**config.mk**
```make
export PLATFORM = sky130hd
export DESIGN_NAME = adc_conv_seq
export DESIGN_NICKNAME = d
export VERILOG_FILES = /design/src/rtl/adc_conv_seq.sv
export SDC_FILE = /design/constraint.sdc
export NUM_CORES = 1
export LEC_CHECK = 0
export BUFFER_PORTS_ARGS = -buffer_cell sky130_fd_sc_hd__clkbuf_2
export CORE_MARGIN = 4
export CORE_UTILIZATION = 46
export DETAILED_ROUTE_END_ITERATION = 6
export PLACE_DENSITY = 0.72
export SLEW_MARGIN = 20
export SYNTH_ARGS = -nofsm -noshare
export SYNTH_HDL_FRONTEND = slang
export SYNTH_SLANG_ARGS = --single-unit
```
**constraint.sdc**
```tcl
create_clock -name clk -period 1.6 [get_ports clk]
set_input_delay 0.08 -clock clk [delete_from_list [all_inputs] [get_ports clk]]
set_output_delay 0.08 -clock clk [all_outputs]
set_load 0.03 [all_outputs]
```
**src/rtl/adc_conv_seq.sv**
```systemverilog
module adc_conv_seq #(
  parameter int CH_W   = 3,
  parameter int DATA_W = 8,
  parameter int TMO_W  = 16
) (
  input  logic              clk,
  input  logic              rst_n,
  input  logic              req_valid,
  input  logic [CH_W-1:0]   req_chan,
  output logic              busy,
  output logic              rsp_valid,
  output logic [DATA_W-1:0] rsp_data,
  output logic [CH_W-1:0]   rsp_chan,
  output logic              rsp_err,
  input  logic [TMO_W-1:0]  tmo_limit,
  output logic [CH_W:0]     adc_cmd,
  input  logic              adc_eoc,
  output logic              adc_oe,
  input  logic [DATA_W-1:0] adc_data
);
  localparam int SOC_BIT = CH_W;

  typedef enum logic [2:0] {S_IDLE, S_SETUP, S_START, S_WAIT, S_READ} st_t;

  st_t              st;
  logic [CH_W-1:0]  chan_q;
  logic [TMO_W-1:0] poll_cnt;

  assign busy    = (st != S_IDLE);
  assign adc_oe  = (st == S_READ);
  assign adc_cmd = {st == S_START, chan_q};
  assign rsp_chan = chan_q;

  always_ff @(posedge clk) begin
    if (!rst_n) begin
      st        <= S_IDLE;
      chan_q    <= '0;
      poll_cnt  <= '0;
      rsp_valid <= 1'b0;
      rsp_err   <= 1'b0;
      rsp_data  <= '0;
    end else begin
      rsp_valid <= 1'b0;
      rsp_err   <= 1'b0;
      case (st)
        S_IDLE: if (req_valid) begin
          chan_q <= req_chan;
          st     <= S_SETUP;
        end
        S_SETUP: st <= S_START;
        S_START: begin
          poll_cnt <= '0;
          st       <= S_WAIT;
        end
        S_WAIT: begin
          if (adc_eoc) begin
            st <= S_READ;
          end else if (poll_cnt == tmo_limit) begin
            rsp_err <= 1'b1;
            st      <= S_IDLE;
          end else begin
            poll_cnt <= poll_cnt + 1'b1;
          end
        end
        S_READ: begin
          rsp_data  <= adc_data;
          rsp_valid <= 1'b1;
          st        <= S_IDLE;
        end
        default: st <= S_IDLE;
      endcase
    end
  end

  AST_SOC_ONE_CYCLE: assert property (@(posedge clk) disable iff (!rst_n)
    adc_cmd[SOC_BIT] |=> !adc_cmd[SOC_BIT]);
  AST_CHAN_BEFORE_SOC: assert property (@(posedge clk) disable iff (!rst_n)
    $rose(adc_cmd[SOC_BIT]) |-> $stable(adc_cmd[CH_W-1:0]));
  AST_CHAN_HELD: assert property (@(posedge clk) disable iff (!rst_n)
    (busy && $past(busy)) |-> $stable(adc_cmd[CH_W-1:0]));
  AST_OE_NEEDS_EOC: assert property (@(posedge clk) disable iff (!rst_n)
    adc_oe |-> $past(adc_eoc));
  AST_OE_THEN_VALID: assert property (@(posedge clk) disable iff (!rst_n)
    adc_oe |=> (!adc_oe && rsp_valid));
  AST_NO_VALID_AND_ERR: assert property (@(posedge clk) disable iff (!rst_n)
    !(rsp_valid && rsp_err));
  AST_IDLE_AFTER_ERR: assert property (@(posedge clk) disable iff (!rst_n)
    rsp_err |-> !busy);
endmodule

```
==> results of run 1 <==
## registers in the layout (all words and copies together), names as in the netlist
register / cells
rsp_valid: 1
poll_cnt: 16
rsp_chan: 3
st: 3
rsp_err: 1
rsp_data: 8
## timing repair
item | in CTS | in global routing
pin swaps | 17 | 17
endpoints found under the setup margin | 18 | 19
hold endpoints to repair | 11 | 0
cloned | 1 | 0
hold buffers | 11 | 0
gates resized for setup | 34 | 48
buffers inserted | 5 | 8
## where the power goes
group,internal [mW],switching [mW]
clock network,0.327,0.289
logic,0.151,0.205
registers,0.804,0.0198
total,1.28,0.514
## per-layer routing
metal  vias to the layer above  wire length, microns  track usage [%]
met2                       189                  3580             45.1
met5                         -                     0                0
met1                      1005                  2540             30.0
met3                        54                   688             5.25
li1                        956                     -                -
met4                         0                   337             8.68
## critical path: stages, from the launching register on
cell	delay, ns
dfxtp_4	0.41
buf_6	0.15
nand4_1	0.19
nor4_2	0.28
nand3_1	0.18
o311ai_1	0.37
o31ai_1	0.12
## worst max path at each step
stage / end / slack, ns / cells after the start
after floorplan: poll_cnt[4] / -0.02 / 5
after global placement: poll_cnt[8] / -0.19 / 7
after detailed placement: poll_cnt[8] / -0.23 / 7
after CTS: poll_cnt[8] / -0.13 / 6
after global routing: poll_cnt[8] / -0.36 / 6
final: poll_cnt[15] / -0.22 / 6
## final cells by class
type,instances,area [sq um]
clock buffers,6,41.3
clock inverters,2,35.0
fillers,166,480
inverters,8,32.5
multi-input cells,150,1240
flip-flops and latches,32,673
well taps,46,57.6
repair buffers,120,856
## synthesized netlist by cell type, types with 2 or more instances
cell type  instances
a31oi_1            6
and3_1             2
nor3_1             2
mux2i_1            3
xor2_1            16
a21oi_1            3
and2_1             2
nor4_1             4
dfxtp_1           32
nor2b_1            2
nand2_1           29
o21ai_0            4
inv_1              7
o311ai_0           7
or4_1              3
clkbuf_1           5
nand3_1           13
o31ai_1            6
a21o_1             2
buf_4              4
a21boi_0           6
or3_1              3
nand4_1            7
nor2_1            12
o211ai_1           4
## logic make-up after synthesis
family | count (synthesis) | share of synthesized area (%)
xor+xnor | 16 | 8.40
simple gates | 88 | 27.0
flops | 32 | 38.4
compound gates | 42 | 17.9
fa+ha+maj | 1 | 0.750
buf+inv | 19 | 5.70
mux | 3 | 1.80
==> summary.txt, run 1 <==
Status - complete, but fails checks
Failing checks - setup timing
Crit path max fanout - 6
Vias in the first global route - 1850
Initial core utilization - 48.8%
WP data required - 1.83 ns
Total GRT Usage - 25.4%
Worst hold slack - 0.0826 ns
Layout cells sized above 1 - 53.8%
Setup WS pre-CTS - -0.230 ns
TNS Setup - -2.48 ns
Fraction of registers with async set/reset - 0%
CTS H-tree lvls - 2
Synth Net Count - 233
Drt total wl - 7140 microns
Worst Hold Depth - 3
IO Port Bufs - 49
Largest area contributor in the netlist - dfxtp_1
Worst IR Drop VDD - 0.000592 V
FF-to-FF path depth - 6
WL/cell - 19.6 microns
Finished Layout Cells - 364
Die area - 4650 sq um
Clock slew at reported path FFs - 0.11 ns
Initial antenna violation count - 0
Post-synthesis cell type count - 42
Worst Skew - 0.0128 ns
First-pass GRT wire length - 8740 microns
Site row count - 21
IO Count - 50
Hold Path End - st[2]
Post-synthesis sequential area ratio - 38.4%
CTS buffer count - 5
R2r setup slk - -0.22 ns
Final non-filler cell area - 2940 sq um
Ys Warns - 0
Final setup fails - 18
RR Startpoint - poll_cnt[6]
Clock Tree Buf Depth - 2
Power after layout - 1.80 mW
Final Max Tran Viols - 0
DR pass1 iterations - 6
Leak - 1.24 nW
HP Class - primary input to flop
Hpwl dp - 3550 microns
FMAX - 0.550 GHz
Insertion delay to the later sink of the worst-skew pair - 0.34 ns
Mapped Cells - 201
Placed Area - 2310 sq um
Worst Path Arrival - 2.04 ns
Max cap viols - 0
Initial DRC count - 446
Routability cong. - 0.883
Die Y - 68.2 microns
Worst Hold Launch - adc_eoc
Syn_area_per_cell - 8.30 sq um
Yosys reg bits - 32
Synth top area share - 38.4%
Vias per cell - 6.05
RSZ-0062 raised after global routing - true
Most frequent cells in the layout - clkbuf_2 (48), buf_4 (48), nand2_1 (26), dfxtp_1 (16)
Min setup slack post-route - -0.217 ns
Slew @ Worst Pin - 0.367 ns
Fin crit period - 1.82 ns
Max-slew headroom - 75.2%
CORE AREA - 3420 sq um
N_diodes - 0
Reg2reg end - poll_cnt[15]
Startpoint type of the worst setup path - flop
DR vias - 2204
Area contributors post-synth - dfxtp_1 (38%), xor2_1 (8.4%), nand2_1 (6.5%)
CTS tree - built
Overflow after GRT - 0
Clock sinks - 32
Final Hold Viols - 0
Die Wd - 68.2 microns
WS Path Type - flop to flop
Post-Syn Area - 1670 sq um
Nets - 349
Synth Flop Type - dfxtp_1
Post-synth EDFFs - 0
Final core occ - 85.9%
Crit end category - flop
Residual DRC - 0
Buffer type at the clock tree root - clkbuf_4
Synth-to-layout area growth - 76.0%
Final Cycle Share - 114%
Worst Setup SP - poll_cnt[6]
Largest net degree at the start of global routing - 15
Antenna Nets Post-Route - 0
PD cells - 612 nW/um^2
Placed Cells incl. Taps - 335
Power figures use the tool's default switching activity.
==> inputs of run 2 (changes only) <==
--- a/config.mk
+++ b/config.mk
@@ -7,9 +7,9 @@
 export LEC_CHECK = 0
 export BUFFER_PORTS_ARGS = -buffer_cell sky130_fd_sc_hd__clkbuf_2
 export CORE_MARGIN = 4
-export CORE_UTILIZATION = 46
+export CORE_UTILIZATION = 35
 export DETAILED_ROUTE_END_ITERATION = 6
-export PLACE_DENSITY = 0.72
+export PLACE_DENSITY = 0.61
 export SLEW_MARGIN = 20
 export SYNTH_ARGS = -nofsm -noshare
 export SYNTH_HDL_FRONTEND = slang
==> run 2 against run 1 <==
Against the previous run: sequential cell count unchanged; cell count is 3.3% lower; wire length decreased by 26%; register-to-register slack better by 0.03 ns; worst setup slack improved by 0.028 ns; total power grew 6.5%; core utilization decreased by 24 points; die area up 28%; sequential share of layout area is 0.98 points higher; highest routed layer unchanged; the run still ends with setup timing left; first-iteration DRC count fell by 64%; critical path depth grew 2; count of clock-buffer cells in the layout stayed put.
==> summary.txt, run 2 (synthesis gave the netlist of run 1 again) <==
Largest Register - poll_cnt
Residual DRC - 0
Power after layout - 1.91 mW
Die Y - 77.0 microns
TNS Setup - -1.78 ns
IO Port Bufs - 49
Hpwl dp - 3630 microns
Vias in the first global route - 1784
Die Wd - 77.0 microns
Final Max Tran Viols - 0
Total GRT Usage - 16.6%
Crit end category - flop
Status - complete, but fails checks
Biggest regs - poll_cnt (16), rsp_data (8)
Final setup fails - 17
First-pass GRT wire length - 7980 microns
Synth-to-layout area growth - 66.6%
Initial DRC count - 162
Crit path max fanout - 5
R2r setup slk - -0.19 ns
WL/cell - 15.0 microns
N_diodes - 0
Vias per cell - 5.34
Worst Hold Depth - 3
Initial core utilization - 37.3%
Site row count - 24
Overflow after GRT - 0
Largest net degree at the start of global routing - 17
Leak - 1.17 nW
Failing checks - setup timing
RSZ-0062 raised after global routing - true
Min setup slack post-route - -0.190 ns
CORE AREA - 4470 sq um
Worst IR Drop VDD - 0.000495 V
Worst Path Arrival - 1.96 ns
Routability cong. - 0.899
CTS H-tree lvls - 2
Final Cycle Share - 112%
RR Startpoint - poll_cnt[8]
DR pass1 iterations - 4
Max cap viols - 0
Reg2reg end - st[0]
HP Class - primary input to flop
Worst Hold Launch - adc_data[1]
DR vias - 1880
Layout cells sized above 1 - 55.3%
Setup WS pre-CTS - -0.206 ns
IO Count - 50
CTS buffer count - 5
Startpoint type of the worst setup path - flop
Most frequent cells in the layout - clkbuf_2 (49), buf_4 (44), nand2_1 (28), dfxtp_1 (17), dfxtp_2 (13)
Final Hold Viols - 0
Most common cell after layout, fill and taps aside - clkbuf_2
WP data required - 1.77 ns
Clock slew at reported path FFs - 0.07 ns
Clock Tree Buf Depth - 2
Worst hold slack - 0.0158 ns
Worst Skew - 0.00601 ns
Buffer type at the clock tree root - clkbuf_8
WS Path Type - flop to flop
Fin crit period - 1.79 ns
PD cells - 688 nW/um^2
Initial antenna violation count - 0
Max-slew headroom - 79.1%
Nets - 331
Antenna Nets Post-Route - 0
Worst Setup SP - poll_cnt[8]
FF-to-FF path depth - 8
Insertion delay to the later sink of the worst-skew pair - 0.28 ns
Drt total wl - 5270 microns
Clock sinks - 32
Die area - 5930 sq um
FMAX - 0.559 GHz
Max reg flops - 16
Hold Path End - rsp_data[1]
Slew @ Worst Pin - 0.311 ns
CTS tree - built
[run 2: cell type report]
class | instances | area [sq um]
Multi-Input combinational cell | 150 | 1210
Clock buffer | 6 | 72.6
Tap cell | 52 | 65.1
Inverter | 8 | 30.0
Timing Repair Buffer | 102 | 702
Sequential cell | 32 | 664
Fill cell | 369 | 1700
Clock inverter | 2 | 35.0
[run 2: through the flow]
stage	utilization, %	cells	area [sq um]
6_report	62.1	352	2780
5_1_grt	62.1	352	2780
4_1_cts	56.8	347	2540
3_5_place_dp	50.8	335	2270
3_3_place_gp	50.8	335	2270
2_1_floorplan	-	201	1700
[run 2: where the power goes]
group          internal, mW  switching, mW  leakage, nW
clock network         0.462          0.293       0.0552
registers             0.807         0.0156        0.267
logic                 0.141          0.194        0.847
total                  1.41          0.503         1.17
[run 2: timing repair]
item	4_1_cts	5_1_grt
gates resized for setup	33	42
buffers inserted	6	5
endpoints found under the setup margin	17	19
hold buffers	0	0
pin swaps	24	16
[run 2: critical path: stages, from the launching register on]
cell	delay, ns
dfxtp_2	0.34
xor2_2	0.14
nor4_2	0.36
a41o_1	0.30
buf_12	0.13
buf_8	0.11
buf_12	0.10
o22ai_2	0.06
and2_1	0.14
[run 2: per-layer routing]
metal,wire length (microns),global-route usage [%]
met5,0,0
met4,135,6.76
met3,271,3.28
met2,2690,28.6
met1,2170,20.2
[run 2: worst max path at each step]
stage | cells after the start | end | slack [ns]
after floorplan | 5 | poll_cnt[4] | -0.02
after CTS | 8 | st[0] | -0.15
final | 8 | st[0] | -0.19
after global routing | 8 | st[0] | -0.23
after detailed placement | 7 | poll_cnt[8] | -0.21
after global placement | 7 | poll_cnt[8] | -0.17
==> inputs of run 3 (changes only) <==
--- a/config.mk
+++ b/config.mk
@@ -10,6 +10,7 @@
 export CORE_UTILIZATION = 35
 export DETAILED_ROUTE_END_ITERATION = 6
 export PLACE_DENSITY = 0.61
+export SETUP_SLACK_MARGIN = 0.4
 export SLEW_MARGIN = 20
 export SYNTH_ARGS = -nofsm -noshare
 export SYNTH_HDL_FRONTEND = slang
==> run 3 against run 2 <==
Against the previous run: the run still ends with setup timing left; hold slack better by 0.0089 ns; die area stayed put; wire length is 2.5% higher; combinational power is 19% higher; count of clock-buffer cells in the layout stayed put; non-clock buffer count is 13 higher; clock power is 1% higher; first-iteration DRC count is 36% lower.
==> summary.txt, run 3 (synthesis gave the netlist of run 1 again) <==
Status - complete, but fails checks
Failing checks - setup timing
Die Wd - 77.0 microns
RSZ-0062 raised after global routing - true
Worst Path Arrival - 1.95 ns
Setup WS pre-CTS - -0.173 ns
DR pass1 iterations - 4
Final Hold Viols - 0
CTS tree - built
CTS buffer count - 5
Vias per cell - 5.15
Filler cells - 367
Finished Layout Cells - 365
Max reg flops - 16
Crit path max fanout - 7
Antenna Nets Post-Route - 0
Overflow after GRT - 0
Final setup fails - 17
Largest net degree at the start of global routing - 12
Die Y - 77.0 microns
Clock slew at reported path FFs - 0.07 ns
IO Port Bufs - 49
WL/cell - 14.8 microns
Synth-to-layout area growth - 75.8%
Routability cong. - 0.776
Largest Register - poll_cnt
WS Path Type - flop to flop
Worst Skew - 0.00598 ns
Insertion delay to the later sink of the worst-skew pair - 0.28 ns
PD cells - 677 nW/um^2
First-pass GRT wire length - 8600 microns
HP Class - primary input to flop
Vias in the first global route - 1830
Placed Cells incl. Taps - 336
Buffer type at the clock tree root - clkbuf_8
DR vias - 1879
Drt total wl - 5400 microns
Most common cell after layout, fill and taps aside - buf_4
R2r setup slk - -0.15 ns
CORE AREA - 4470 sq um
Clock Tree Buf Depth - 2
Clock sinks - 32
IO Count - 50
Min setup slack post-route - -0.154 ns
CTS H-tree lvls - 2
N_diodes - 0
FMAX - 0.570 GHz
Cts hold-fix bufs - 0
Die area - 5930 sq um
Final Max Tran Viols - 0
Initial core utilization - 37.3%
Startpoint type of the worst setup path - flop
Site row count - 24
Initial antenna violation count - 0
Crit end category - flop
Final Cycle Share - 110%
Worst IR Drop VDD - 0.000292 V
Layout cells sized above 1 - 59.1%
Hpwl dp - 3650 microns
Max-slew headroom - 78.9%
Leak - 1.26 nW
Biggest regs - poll_cnt (16), rsp_data (8)
Fin crit period - 1.75 ns
Max cap viols - 0
Total GRT Usage - 18.0%
Slew @ Worst Pin - 0.314 ns
Residual DRC - 0
Initial DRC count - 103
WP data required - 1.79 ns
Most frequent cells in the layout - buf_4 (49), clkbuf_2 (46), dfxtp_1 (17), nand2_1 (16), buf_6 (14)
Nets - 344
run 3: repair_timing:
action | in CTS | in global routing
pin swaps | 28 | 19
setup buffers | 16 | 4
setup endpoints to repair | 33 | 33
resized for setup | 69 | 26
cloned | 1 | 0
run 3: path summary, 6_finish.rpt:
path | to | depth (start not counted) | from
setup / recovery | poll_cnt[8] | 7 | poll_cnt[15]
hold / removal | rsp_data[0] | 3 | adc_data[0]
setup reg to reg | poll_cnt[8] | 7 | poll_cnt[15]
hold reg to reg | rsp_data[3] | 2 | rsp_data[3]
run 3: power by group:
| part | switching (mW) | leakage (nW) | internal (mW) |
|---|---|---|---|
| Sequential | 0.0165 | 0.267 | 0.805 |
| Clock | 0.301 | 0.0552 | 0.462 |
| Combinational | 0.213 | 0.935 | 0.186 |
| Total | 0.531 | 1.26 | 1.45 |
run 3: cell type report:
type	count	area (sq um)	area share (%)
clock buffers	6	72.6	2.48
clock inverters	2	35.0	1.20
inverters	8	35.0	1.20
multi-input cells	150	1200	40.8
flip-flops and latches	32	672	22.9
well taps	52	65.1	2.22
repair buffers	115	856	29.2
run 3: through the flow:
stage	utilization (%)	hold slack [ns]	TNS [ns]	power (mW)	cell area (sq um)
after floorplan	-	0.209	0	1.02	1760
after global placement	52.2	0.305	-0.439	1.13	2340
after detailed placement	52.2	0.312	-0.791	1.13	2340
after CTS	62.6	0.0180	-0.806	1.98	2800
after global routing	65.5	0.0266	-3.64	2.06	2930
final	65.5	0.0247	-1.44	1.98	2930
run 3: critical path: stages (launching register included):
cell	delay, ns
dfxtp_2	0.33
xor2_1	0.18
nor4_1	0.09
buf_4	0.14
a41o_1	0.19
buf_6	0.14
or4_4	0.50
o211ai_1	0.09
run 3: layer usage:
layer  vias up  GRT usage (%)  wire (microns)
met5         -              0               0
met3         7           3.16             175
met2        26           30.1            2800
li1        949              -               -
met4         0           6.23              64
met1       897           23.3            2370
